[config.mk]
export PLATFORM = sky130hd
export DESIGN_NAME = man_nrz_decoder
export DESIGN_NICKNAME = d
export VERILOG_FILES = /design/src/rtl/mnd_pkg.sv /design/src/rtl/mnd_line_sampler.sv /design/src/rtl/mnd_edge_flag.sv /design/src/rtl/mnd_phase_div.sv /design/src/rtl/mnd_nrz_retime.sv /design/src/rtl/man_nrz_decoder.sv
export SDC_FILE = /design/constraint.sdc
export NUM_CORES = 1
export LEC_CHECK = 0
export ABC_CLOCK_PERIOD_IN_PS = 900
export BUFFER_PORTS_ARGS = -buffer_cell sky130_fd_sc_hd__buf_2
export CAP_MARGIN = 10
export CELL_PAD_IN_SITES_DETAIL_PLACEMENT = 0
export CELL_PAD_IN_SITES_GLOBAL_PLACEMENT = 1
export CORE_AREA = 2 2 39 41
export CTS_BUF_LIST = sky130_fd_sc_hd__clkbuf_8
export DETAILED_ROUTE_END_ITERATION = 7
export DIE_AREA = 0 0 41 43
export GPL_ROUTABILITY_DRIVEN = 0
export PLACE_DENSITY = 0.53
export RECOVER_POWER = 100
export SYNTH_ARGS = -nofsm -noshare
export SYNTH_HDL_FRONTEND = slang
export SYNTH_SLANG_ARGS = --single-unit
[constraint.sdc]
create_clock -name clk -period 0.9 [get_ports clk]
set_input_delay 0.135 -clock clk [delete_from_list [all_inputs] [get_ports clk]]
set_output_delay 0.135 -clock clk [all_outputs]
set_load 0.03 [all_outputs]
[src/rtl/mnd_pkg.sv]
// Package: shared types and defaults for the biphase line decoder.
// Assumes one clock per half-bit of the line code.
package mnd_pkg;
    // Which half of a line symbol the current regenerated sample belongs to.
    typedef enum logic {
        PH_FIRST  = 1'b0,
        PH_SECOND = 1'b1
    } half_t;

    // Default depth of the regeneration register chain.
    localparam int unsigned DEF_SYNC_STAGES = 2;
endpackage

[src/rtl/mnd_line_sampler.sv]
// Module: regenerates the sliced line on the double-rate clock through a
// register chain of STAGES registers. It also keeps the previous
// regenerated sample. Assumes STAGES >= 1 and a line level held for one
// clock per half-bit.
module mnd_line_sampler #(
    parameter int unsigned STAGES = 2
) (
    input  logic clk,
    input  logic rst_n,
    input  logic line_in,
    output logic samp,
    output logic prev
);
    localparam int unsigned LAST = STAGES - 1;

    logic [STAGES-1:0] chain;

    generate
        if (STAGES == 1) begin : g_single
            // Single regeneration register.
            always_ff @(posedge clk) begin
                if (!rst_n) chain <= '0;
                else        chain <= line_in;
            end
        end else begin : g_multi
            // Shift the line level through the regeneration chain.
            always_ff @(posedge clk) begin
                if (!rst_n) chain <= '0;
                else        chain <= {chain[STAGES-2:0], line_in};
            end
        end
    endgenerate

    assign samp = chain[LAST];

    // Hold the previous regenerated sample for transition detection.
    always_ff @(posedge clk) begin
        if (!rst_n) prev <= 1'b0;
        else        prev <= samp;
    end
endmodule

[src/rtl/mnd_edge_flag.sv]
// Module: flags a transition between two adjacent regenerated samples.
// Purely combinational. Assumes both inputs come from the same clock domain.
module mnd_edge_flag (
    input  logic samp,
    input  logic prev,
    output logic edge_seen
);
    // Adjacent samples that differ mean a line transition.
    always_comb edge_seen = samp ^ prev;
endmodule

[src/rtl/mnd_phase_div.sv]
// Module: divide-by-two half-bit phase tracker. The phase toggles every
// clock. A transition seen in the first-half phase, with no transition one
// cycle before, is taken as proof of wrong alignment, and the next phase is
// forced to first half (a one-sample slip). Assumes one sample per half-bit.
module mnd_phase_div
    import mnd_pkg::*;
(
    input  logic  clk,
    input  logic  rst_n,
    input  logic  edge_seen,
    output half_t ph,
    output logic  phase_err
);
    half_t ph_q;
    logic  edge_d;

    // Phase error: a boundary-phase transition not preceded by a mid-phase one.
    always_comb phase_err = (ph_q == PH_FIRST) && edge_seen && !edge_d;

    // Advance or correct the half-bit phase and remember the last flag.
    always_ff @(posedge clk) begin
        if (!rst_n) begin
            ph_q   <= PH_FIRST;
            edge_d <= 1'b0;
        end else begin
            edge_d <= edge_seen;
            if (phase_err)             ph_q <= PH_FIRST;
            else if (ph_q == PH_FIRST) ph_q <= PH_SECOND;
            else                       ph_q <= PH_FIRST;
        end
    end

    assign ph = ph_q;
endmodule

[src/rtl/mnd_nrz_retime.sv]
// Module: forms NRZ data as sample XOR phase and registers it with the bit
// clock, the valid strobe and the transition strobe. Assumes the phase input
// marks the half that the current sample belongs to.
module mnd_nrz_retime
    import mnd_pkg::*;
#(
    parameter bit INVERT = 1'b0
) (
    input  logic  clk,
    input  logic  rst_n,
    input  logic  samp,
    input  logic  edge_seen,
    input  half_t ph,
    output logic  nrz_out,
    output logic  bit_clk,
    output logic  bit_valid,
    output logic  edge_strobe
);
    logic second;
    logic raw_bit;

    // Decode: XOR with the phase gives the first-half level in both halves.
    always_comb begin
        second  = (ph == PH_SECOND);
        raw_bit = samp ^ second ^ INVERT;
    end

    // Retime data, bit clock and strobes together.
    always_ff @(posedge clk) begin
        if (!rst_n) begin
            nrz_out     <= 1'b0;
            bit_clk     <= 1'b0;
            bit_valid   <= 1'b0;
            edge_strobe <= 1'b0;
        end else begin
            nrz_out     <= raw_bit;
            bit_clk     <= second;
            bit_valid   <= second && edge_seen;
            edge_strobe <= edge_seen;
        end
    end
endmodule

[src/rtl/man_nrz_decoder.sv]
// Module: top of the biphase-to-NRZ decoder. It chains the line sampler,
// the transition flag, the half-bit phase divider and the output retimer.
// Assumes clk runs at twice the bit rate, in phase with the line.
module man_nrz_decoder #(
    parameter int unsigned SYNC_STAGES = mnd_pkg::DEF_SYNC_STAGES,
    parameter bit          INVERT      = 1'b0
) (
    input  logic clk,
    input  logic rst_n,
    input  logic line_in,
    output logic nrz_out,
    output logic bit_clk,
    output logic bit_valid,
    output logic edge_strobe
);
    logic          samp;
    logic          prev;
    logic          edge_seen;
    logic          phase_err;
    mnd_pkg::half_t ph;

    mnd_line_sampler #(.STAGES(SYNC_STAGES)) u_sampler (
        .clk     (clk),
        .rst_n   (rst_n),
        .line_in (line_in),
        .samp    (samp),
        .prev    (prev)
    );

    mnd_edge_flag u_edge (
        .samp      (samp),
        .prev      (prev),
        .edge_seen (edge_seen)
    );

    mnd_phase_div u_div (
        .clk       (clk),
        .rst_n     (rst_n),
        .edge_seen (edge_seen),
        .ph        (ph),
        .phase_err (phase_err)
    );

    mnd_nrz_retime #(.INVERT(INVERT)) u_retime (
        .clk         (clk),
        .rst_n       (rst_n),
        .samp        (samp),
        .edge_seen   (edge_seen),
        .ph          (ph),
        .nrz_out     (nrz_out),
        .bit_clk     (bit_clk),
        .bit_valid   (bit_valid),
        .edge_strobe (edge_strobe)
    );
endmodule

Word level (Yosys, flattened, before mapping)
Index checks and enable logic that the tools add are counted.
{ "totals": {"ff_bits": 8, "output_inout_bits": 4} }
{ "classes": {"n_reduce_logical": 5, "n_bitwise": 4, "n_mux": 1} }
{ "op_table": {"columns": ["cell", "count"], "rows": [
  ["1-bit logical AND", 3],
  ["1-bit inverter", 2],
  ["2-bit OR reduction", 1],
  ["1-bit bitwise XOR", 2],
  ["1-bit logical NOT", 1],
  ["1-bit two-way mux", 1]
]} }

Logic depth before layout (Yosys ltp)
Gate-level depths: netlist of run 1.
{ "logic_depth": {"word_depth": 4, "ltp_mapped": 2, "depth_no_buf": 2} }

Hierarchy
Synthesis of run 1 repeated with hierarchy kept, for this count alone.
{ "hier_totals": {"hier_cells": 22, "area_unflattened_um2": 291.5} }
{ "by_module_without_submodules": {"columns": ["mod", "seq_area_each_um2", "area_each_um2", "instances", "cells_per_inst"], "rows": [
  ["mnd_nrz_retime", 80.1, 116.4, 1, 9],
  ["mnd_phase_div", 40.0, 87.6, 1, 6],
  ["mnd_line_sampler", 60.1, 78.8, 1, 6],
  ["mnd_edge_flag", 0.0, 8.8, 1, 1]
]} }

Worst setup path after synthesis of run 1
OpenSTA, ideal clock, no wires.
{ "synth_timing": {"kind": "reg-to-reg", "start": "register u_sampler.chain[1]", "end": "register u_retime.edge_strobe", "setup_ns": 0.115, "path_stages_with_launch": 3, "arrival_ns": 0.623, "path_slack_ns": 0.162, "required_time_ns": 0.785, "n_path_buf": 0, "cell_sequence": "dfxtp_1 -> xor2_1 -> and2_1"} }
{ "synth_via": {"elab_chain_cells": 1} }
{ "synth_lines": {"columns": ["item", "line_no", "text"], "rows": [
  ["start, declared", "mnd_line_sampler.sv:16", "logic [STAGES-1:0] chain;"],
  ["start signal, assigned", "mnd_line_sampler.sv:29", "else chain <= {chain[STAGES-2:0], line_in};"],
  ["1-bit bitwise XOR", "mnd_edge_flag.sv:9", "always_comb edge_seen = samp ^ prev;"],
  ["end signal, assigned", "mnd_nrz_retime.sv:39", "edge_strobe <= edge_seen;"],
  ["end, declared", "mnd_nrz_retime.sv:17", "output logic edge_strobe"]
]} }
No other way between the ends.
A chain may end at the register's enable or synchronous reset.

Final worst setup path of run 1
{ "layout_timing": {"start": "register u_retime.edge_strobe", "end": "output port edge_strobe"} }
{ "layout_lines": {"columns": ["item", "line_no", "text"], "rows": [
  ["end, declared", "man_nrz_decoder.sv:14", "output logic edge_strobe"]
]} }
No word-level cell between the ends.

==> flow_summary.yaml, run 1 <==
detailed_routing:
  wire_per_inst_um: 7.156
  vias_per_cell: 3.356
  first_pass_iters: 3
  drc_errors: 0
  via_count: 151
  drtIter0Drc: 2
  drtAntennaViolNets: 0
  drt-total-wl_um: 322
critical_path:
  path_buf_inv: 1
  crit_type: "flip-flop to output port"
  critPathRequiredTime_ns: 0.76
  r2r-start: "u_sampler.chain[1]$_SDFF_PN0_"
  crit_chain: "buf_2"
  cpPeakStageDelay_ns: 0.31
  critical_path.max_fanout: 2
  critPathSlowestCell: "dfxtp_1"
  crit_arrival_ns: 0.73
  rr_worst_depth: 2
  cp-end-kind: "output port"
  critPathLaunchType: "flip-flop"
  cp_top_family: "flip-flops"
  r2r_slack_ns: 0.13
  worstReg2RegEnd: "u_div.ph$_SDFF_PP0_"
place:
  dpl.cell_count: 42
  portBuffers: 6
  place_area_um2: 287.8
  pre_cts_slack_ns: 0.1313
hold_path:
  hp-class: "primary input to flip-flop"
  hp-start: "line_in"
  whs_endpoint: "u_sampler.chain[0]$_SDFF_PN0_"
  whs_path_depth: 2
sta:
  relSlewSlack: 0.8619
  timing.fmax_mhz: 1158
  fin_ws_ns: 0.03630
  slew_violations: 0
  rsz0062_at_grt: "false"
  holdWs_ns: 0.1197
  period_needed_ns: 0.8637
  setup-violations-final: 0
  tightest_slew_ns: 0.2072
  final-hold-violation-count: 0
  skew_ns: 0.0005674
  fin_crit_sh: 0.9597
  setup_tns_ns: 0
finish:
  nNetsFinal: 34
  utilization: 0.2369
  multi_input_area_um2: 73.82
  filler_cell_count: 148
  layout_common_cells: "8 x dfxtp_1, 4 x and2_0, 3 x clkbuf_8, 3 x clkbuf_2"
  drive_above_1_share: 0.3103
  syn_to_final_growth_pct: 37.89
  final_cells: 45
  seq_area_um2: 160.2
  final_common_cell: "dfxtp_1"
  fin_area_um2: 327.8
  diodes: 0
power:
  ir_drop_uv: 905.1
  p_total_mw: 0.8480
  p_per_area_nw_per_um2: 2587
  leakagePower_nw: 0.1493
clock_network:
  clkTransAtPathRegs_ns: 0.04
  cts_sinks: 8
  cts_made_buffers: 3
  cts.path.max_buffers: 2
  clkLatencyLatePin_ns: 0.22
  post_cts_resized: 0
  cts_tree: "yes"
  hold_buffers: 0
  post_cts_buffers: 0
  clockRootBuffer: "clkbuf_8"
  h-tree-depth: 1
die:
  die-area_um2: 1763
  std_cell_rows: 14
  core_um2: 1384
  io_pins: 7
  die_h_um: 43
  fp.dieW_um: 41
  start_util: 0.1718
logic_synthesis:
  yosysWarnings: 0
  postSynthAreaPerCell_um2: 11.89
  ys_types: 7
  syn_nets: 23
  netlist_area_um2: 237.7
  postSynthCellCount: 20
  synth-seq-cells: 8
  ys_seq_area_frac: 0.6737
global_route:
  grt_pass1_vias: 138
  groute.usage.overall: 0.05035
  grt_max_degree: 8
  gr-total-overflow: 0
  antenna_found_initial: 0
  grt_pass1_wl_um: 503
outcome:
  status: "complete, no violations"
job:
  max_cap_viol_count: 0
==> flip-flops by register name, indices dropped and copies added, names as in the netlist <==
| register | count |
|---|---|
| u_retime.bit_valid | 1 |
| u_retime.edge_strobe | 1 |
| u_div.ph | 1 |
| u_retime.bit_clk | 1 |
| u_retime.nrz_out | 1 |
| u_sampler.prev | 1 |
| u_sampler.chain | 2 |
==> area by class of cell <==
cell class / instances / area share
sequential: 8 / 0.4886
clock buffer: 3 / 0.1260
tap: 16 / 0.06107
timing repair buffer: 6 / 0.08779
inverter: 1 / 0.01145
multi-input combinational: 11 / 0.2252
==> worst max path at each step <==
stage,start,end,cells past startpoint
2_1_floorplan,u_sampler.chain[1]$_SDFF_PN0_,u_retime.edge_strobe$_SDFF_PN0_,2
3_3_place_gp,u_sampler.chain[1]$_SDFF_PN0_,u_retime.edge_strobe$_SDFF_PN0_,2
3_5_place_dp,u_sampler.chain[1]$_SDFF_PN0_,u_div.ph$_SDFF_PP0_,2
4_1_cts,u_retime.edge_strobe$_SDFF_PN0_,edge_strobe,1
5_1_grt,u_retime.edge_strobe$_SDFF_PN0_,edge_strobe,1
6_report,u_retime.edge_strobe$_SDFF_PN0_,edge_strobe,1
==> cell usage after synthesis <==
| cell | n | share of area |
|---|---|---|
| dfxtp_1 | 8 | 0.67 |
| xor2_1 | 2 | 0.074 |
| and2_2 | 1 | 0.032 |
| and2_1 | 6 | 0.16 |
| a21oi_1 | 1 | 0.021 |
| inv_1 | 1 | 0.016 |
| nand2b_1 | 1 | 0.026 |
==> kinds of logic (layout without fill, tap and decap cells) <==
logic type	count (synthesis)	in the layout	share of synthesized area
DFF	8	8	0.6737
and+or+nand+nor	8	8	0.2158
xor gates and xnor gates	2	2	0.07370
AOI/OAI and AO/OA	1	1	0.02103
buffers and inverters	1	10	0.01577
==> routing by layer <==
layer / GRT usage / wire length [µm] / part of all wire / vias to the layer above
met3: 0.07853 / 62 / 0.19 / 2
met1: 0.04221 / 127 / 0.39 / 61
met2: 0.05938 / 126 / 0.39 / 9
met5: 0 / 0 / 0 / -
li1: - / - / - / 79
met4: 0.02000 / 6 / 0.019 / 0
==> where the power goes <==
part / internal [mW] / switching (mW)
clock network: 0.288 / 0.121
logic: 0.0213 / 0.0331
registers: 0.376 / 0.00882
total: 0.685 / 0.163
(Power assumes the default switching activity.)
==> run 2: changes to the inputs <==
HOLD_SLACK_MARGIN = 0.08   (was unset)
RECOVER_POWER = 50   (was 100)
==> run 2 against run 1 <==
  * Worst setup slack about the same
  * Die area did not move
  * Combinational power about the same
  * Final area unchanged
  * Power is essentially flat
  * Non-clock buffer count unchanged
  * Largest power group unchanged
  * Global-route usage unchanged
  * First-iteration DRC count unchanged
  * Clock skew about the same
  * Cell count stayed put
  * Critical path depth stayed put
  * Critical path type unchanged
  * Critical endpoint unchanged
  * Sequential power is essentially flat
==> flow_summary.yaml, run 2 (synthesis results as in run 1) <==
power:
  p_total_mw: 0.8478
  clockPowerShare: 0.482
  intPower_mw: 0.6853
  p_sw_frac: 0.1917
  seqPwrFrac: 0.453
  p_per_area_nw_per_um2: 2586
  p_sw_mw: 0.1625
  ir_drop_uv: 904.9
  leakagePower_nw: 0.1524
  pwr-share-comb: 0.065
sta:
  slew_violations: 0
  skew_ns: 0.0005430
  fin_ws_ns: 0.03635
  timing.fmax_mhz: 1158
  fin_crit_sh: 0.9596
  rsz0062_at_grt: "false"
  relSlewSlack: 0.8619
  tightest_slew_ns: 0.2072
  final-hold-violation-count: 0
  period_needed_ns: 0.8637
  setup-violations-final: 0
  setup_tns_ns: 0
finish:
  largest_reg_flops: 2
  nNetsFinal: 34
  final_common_cell: "dfxtp_1"
  regMostFlops: "u_sampler.chain"
  diodes: 0
  syn_to_final_growth_pct: 37.89
  drive_above_1_share: 0.3103
  final_cells: 45
  layout_common_cells: "8 x dfxtp_1, 5 x buf_2, 3 x and2_1, 3 x and2_0, 3 x clkbuf_8"
critical_path:
  cpPeakStageDelay_ns: 0.31
  path_buf_inv: 1
  critPathRequiredTime_ns: 0.76
  crit_chain: "buf_2"
  cp_top_family: "flip-flops"
  cp-end-kind: "output port"
  rr_worst_depth: 2
  critPathSlowestCell: "dfxtp_1"
  worstReg2RegEnd: "u_div.ph$_SDFF_PP0_"
  startpoint: "u_retime.edge_strobe$_SDFF_PN0_"
  critPathLaunchType: "flip-flop"
  crit_type: "flip-flop to output port"
  critical_path.max_fanout: 2
  r2r_slack_ns: 0.13
  r2r-start: "u_sampler.chain[1]$_SDFF_PN0_"
  crit_arrival_ns: 0.73
die:
  std_cell_rows: 14
  io_pins: 7
  die_h_um: 43
  core_um2: 1384
  fp.dieW_um: 41
  start_util: 0.1718
  die-area_um2: 1763
clock_network:
  h-tree-depth: 1
  post_cts_resized: 0
  cts_tree: "yes"
  post_cts_buffers: 0
  cts_made_buffers: 3
  cts.path.max_buffers: 2
  clkLatencyLatePin_ns: 0.22
  hold_buffers: 0
  clockRootBuffer: "clkbuf_8"
  cts_sinks: 8
  clkTransAtPathRegs_ns: 0.04
detailed_routing:
  wire_per_inst_um: 7.200
  drtIter0Drc: 2
  first_pass_iters: 3
  vias_per_cell: 3.356
  drt-total-wl_um: 324
  drc_errors: 0
  met3_length_um: 63
  met1_length_um: 126
  drtAntennaViolNets: 0
  routed-wl-met2_um: 128
  via_count: 151
  dr.max_layer_used: "met4"
hold_path:
  whs_path_depth: 2
  hp-start: "line_in"
  whs_endpoint: "u_sampler.chain[0]$_SDFF_PN0_"
  hp-class: "primary input to flip-flop"
global_route:
  groute.usage.overall: 0.05035
  grt_pass1_vias: 138
  grt_max_degree: 8
  gr-total-overflow: 0
  antenna_found_initial: 0
  grt_pass1_wl_um: 503
place:
  pre_cts_slack_ns: 0.1313
  portBuffers: 6
  dpl.cell_count: 42
outcome:
  status: "complete, no violations"
job:
  max_cap_viol_count: 0
run 2: cell count changes in the layout (fill, tap and decap cells not counted):
cell and delta:
and2_0 -1, and2_1 +1, buf_2 +3, clkbuf_2 -3
run 2: worst max-delay path by stage:
stage	to	slack, ns	cells past startpoint
after floorplan	u_retime.edge_strobe$_SDFF_PN0_	0.16	2
after global placement	u_retime.edge_strobe$_SDFF_PN0_	0.13	2
after detailed placement	u_div.ph$_SDFF_PP0_	0.13	2
after CTS	edge_strobe	0.02	1
after global routing	edge_strobe	0.01	1
final	edge_strobe	0.04	1
run 2: per-stage QoR:
step	cell area (µm²)	hold WS [ns]	utilization
floorplan	237.7	0.2567	-
global placement	287.8	0.3469	0.2080
detailed placement	287.8	0.3526	0.2080
CTS	329.1	0.1143	0.2378
global route	327.8	0.1292	0.2369
finish	327.8	0.1197	0.2369
run 2: per-layer routing:
metal	up-vias	GRT usage
met5	-	0
li1	79	-
met1	61	0.04221
met4	0	0.02000
met3	2	0.07853
met2	9	0.05938
run 2: power groups by stage:
| stage | clock [mW] | combinational (mW) | sequential, mW |
|---|---|---|---|
| floorplan | 0 | 0.0195 | 0.408 |
| global placement | 0 | 0.0568 | 0.390 |
| detailed placement | 0 | 0.0573 | 0.390 |
| CTS | 0.426 | 0.0572 | 0.384 |
| global route | 0.448 | 0.0612 | 0.385 |
| finish | 0.409 | 0.0547 | 0.384 |
run 2: layout make-up:
cell class / count / area, µm²
inverters: 1 / 3.754
flip-flops and latches: 8 / 160.2
repair buffers: 6 / 28.78
clock buffers: 3 / 41.29
well taps: 16 / 20.02
fillers: 148 / 1056
multi-input cells: 11 / 73.82
==> run 3: changes to the inputs <==
CAP_MARGIN = 20   (was 10)
HOLD_SLACK_MARGIN = 0.06   (was 0.08)
PLACE_DENSITY = 0.57   (was 0.53)
SYNTH_HIERARCHICAL = 1   (was unset)
==> run 3 against run 2 <==
  * Synthesized cell count is 5.0% higher
  * Worst hold slack worse by 0.013 ns
  * Clock power up 8.6%
  * Utilization is 4.9 points higher
  * Global-route usage up 0.41 points
  * Via count up 4.0%
  * Count of clock-buffer cells in the layout stayed put
  * Clock skew up 0.0018 ns
  * Non-clock buffer count unchanged
  * Worst setup slack got worse by 0.020 ns
  * Register-to-register slack worse by 0.11 ns
  * Critical path depth is 2 higher
  * Largest cell class unchanged
  * Highest routed layer is now met3
==> flow_summary.yaml, run 3 <==
finish:
  nNetsFinal: 35
  multi_input_area_um2: 116.4
  final_common_cell: "dfxtp_1"
  filler_cell_count: 151
  regMostFlops: "u_sampler/chain"
  diodes: 0
  largest_reg_flops: 2
  drive_above_1_share: 0.5161
  final_cells: 47
  syn_to_final_growth_pct: 42.34
  layout_common_cells: "7 x dfxtp_1, 5 x buf_2, 4 x and2_1"
  seq_area_um2: 185.2
logic_synthesis:
  syn_nets: 24
  yosysWarnings: 6
  postSynthAreaPerCell_um2: 13.23
  postSynthCellCount: 21
  netlist_area_um2: 277.8
sta:
  period_needed_ns: 0.8841
  tightest_slew_ns: 0.2661
  fin_ws_ns: 0.01588
  rsz0062_at_grt: "true"
  timing.fmax_mhz: 1131
  setup-violations-final: 0
  slew_violations: 0
  fin_crit_sh: 0.9824
  holdWs_ns: 0.1071
  final-hold-violation-count: 0
  skew_ns: 0.002382
  relSlewSlack: 0.8226
  setup_tns_ns: 0
place:
  pre_cts_slack_ns: -0.06177
  portBuffers: 6
  dpl.cell_count: 44
global_route:
  antenna_found_initial: 0
  grt_pass1_vias: 146
  grt_pass1_wl_um: 558
  gr-total-overflow: 0
  groute.usage.overall: 0.05449
  grt_max_degree: 10
critical_path:
  cpPeakStageDelay_ns: 0.34
  crit_arrival_ns: 1.04
  cp-end-kind: "flip-flop"
  path_buf_inv: 0
  critical_path.max_fanout: 4
  critPathRequiredTime_ns: 1.06
  cp_top_family: "flip-flops"
  crit_chain: "xor2_4, nor2b_4, nor3b_2"
  critPathLaunchType: "flip-flop"
  critPathSlowestCell: "dfxtp_2"
  crit_type: "flip-flop to flip-flop"
power:
  leakagePower_nw: 0.1804
  ir_drop_uv: 693.4
  p_total_mw: 0.9441
  p_per_area_nw_per_um2: 2388
die:
  die-area_um2: 1763
  io_pins: 7
  fp.dieW_um: 41
  core_um2: 1384
  std_cell_rows: 14
  start_util: 0.2007
  die_h_um: 43
detailed_routing:
  drc_errors: 0
  drtAntennaViolNets: 0
  wire_per_inst_um: 8.404
  drt-total-wl_um: 395
  first_pass_iters: 1
  via_count: 157
  vias_per_cell: 3.340
  drtIter0Drc: 0
clock_network:
  clockRootBuffer: "clkbuf_8"
  cts_made_buffers: 3
  clkTransAtPathRegs_ns: 0.04
  cts_tree: "yes"
  cts_sinks: 9
  h-tree-depth: 1
  clkLatencyLatePin_ns: 0.23
  cts.path.max_buffers: 2
hold_path:
  hp-class: "primary input to flip-flop"
outcome:
  status: "complete, no violations"
job:
  max_cap_viol_count: 0
## run 3: changes by cell type in the layout (fill, tap and decap cells not counted)
cell and delta:
dfxtp_1 -1, xor2_1 -1, nor2b_4 +1, and2_0 -2, a21oi_1 -1, dfxtp_2 +1
and2_2 +1, nand2b_1 -1, xor2_4 +1, and2_1 +1, dfxtp_4 +1, nor3b_2 +1
and3_2 +1
## run 3: where the power goes
group          leakage, nW  internal (mW)  total [mW]  switching [mW]
clock               0.0269          0.296       0.444           0.148
combinational       0.0784         0.0308      0.0663          0.0354
sequential          0.0751          0.420       0.434          0.0136
## run 3: final cells by class
type                       instances  share of cell area
clock buffer                       3              0.1044
clock inverter                     1            0.009494
multi-input combinational         12              0.2943
sequential                         9              0.4684
tap                               16             0.05063
timing repair buffer               6             0.07278
## run 3: per-stage QoR
step                      utilization  area, µm²
after floorplan                     -      277.8
after global placement         0.2423      335.3
after detailed placement       0.2423      335.3
after CTS                      0.2767      382.9
after global routing           0.2857      395.4
final                          0.2857      395.4
## run 3: worst paths after layout
| path | endpoint | slack (ns) | cells past startpoint | from |
|---|---|---|---|---|
| worst max register to register | u_div/ph$_SDFF_PP0_ | 0.02 | 3 | u_sampler/prev$_SDFF_PN0_ |
| worst max-delay path | u_div/ph$_SDFF_PP0_ | 0.02 | 3 | u_sampler/prev$_SDFF_PN0_ |
| worst min-delay path | u_sampler/chain[0]$_SDFF_PN0_ | 0.11 | 2 | line_in |
| worst min register to register | u_sampler/chain[1]$_SDFF_PN0_ | 0.45 | 1 | u_sampler/chain[0]$_SDFF_PN0_ |
## run 3: metal layers
| layer | GRT usage | wire (µm) | vias up |
|---|---|---|---|
| li1 | - | - | 83 |
| met1 | 0.05229 | 172 | 67 |
| met2 | 0.06250 | 188 | 7 |
| met3 | 0.01571 | 34 | 0 |
| met4 | 0.1000 | 0 | 0 |
| met5 | 0 | 0 | - |
## run 3: timing repair
action	4_1_cts	5_1_grt
setup buffers	0	0
endpoints found under the setup margin	3	1
hold buffers	0	0
pin swaps	1	2
resized for setup	3	2
## run 3: worst register-to-register path: stages, from the launching register on
cell and delay, ns:
dfxtp_2 0.34, xor2_4 0.19, nor2b_4 0.13, nor3b_2 0.16
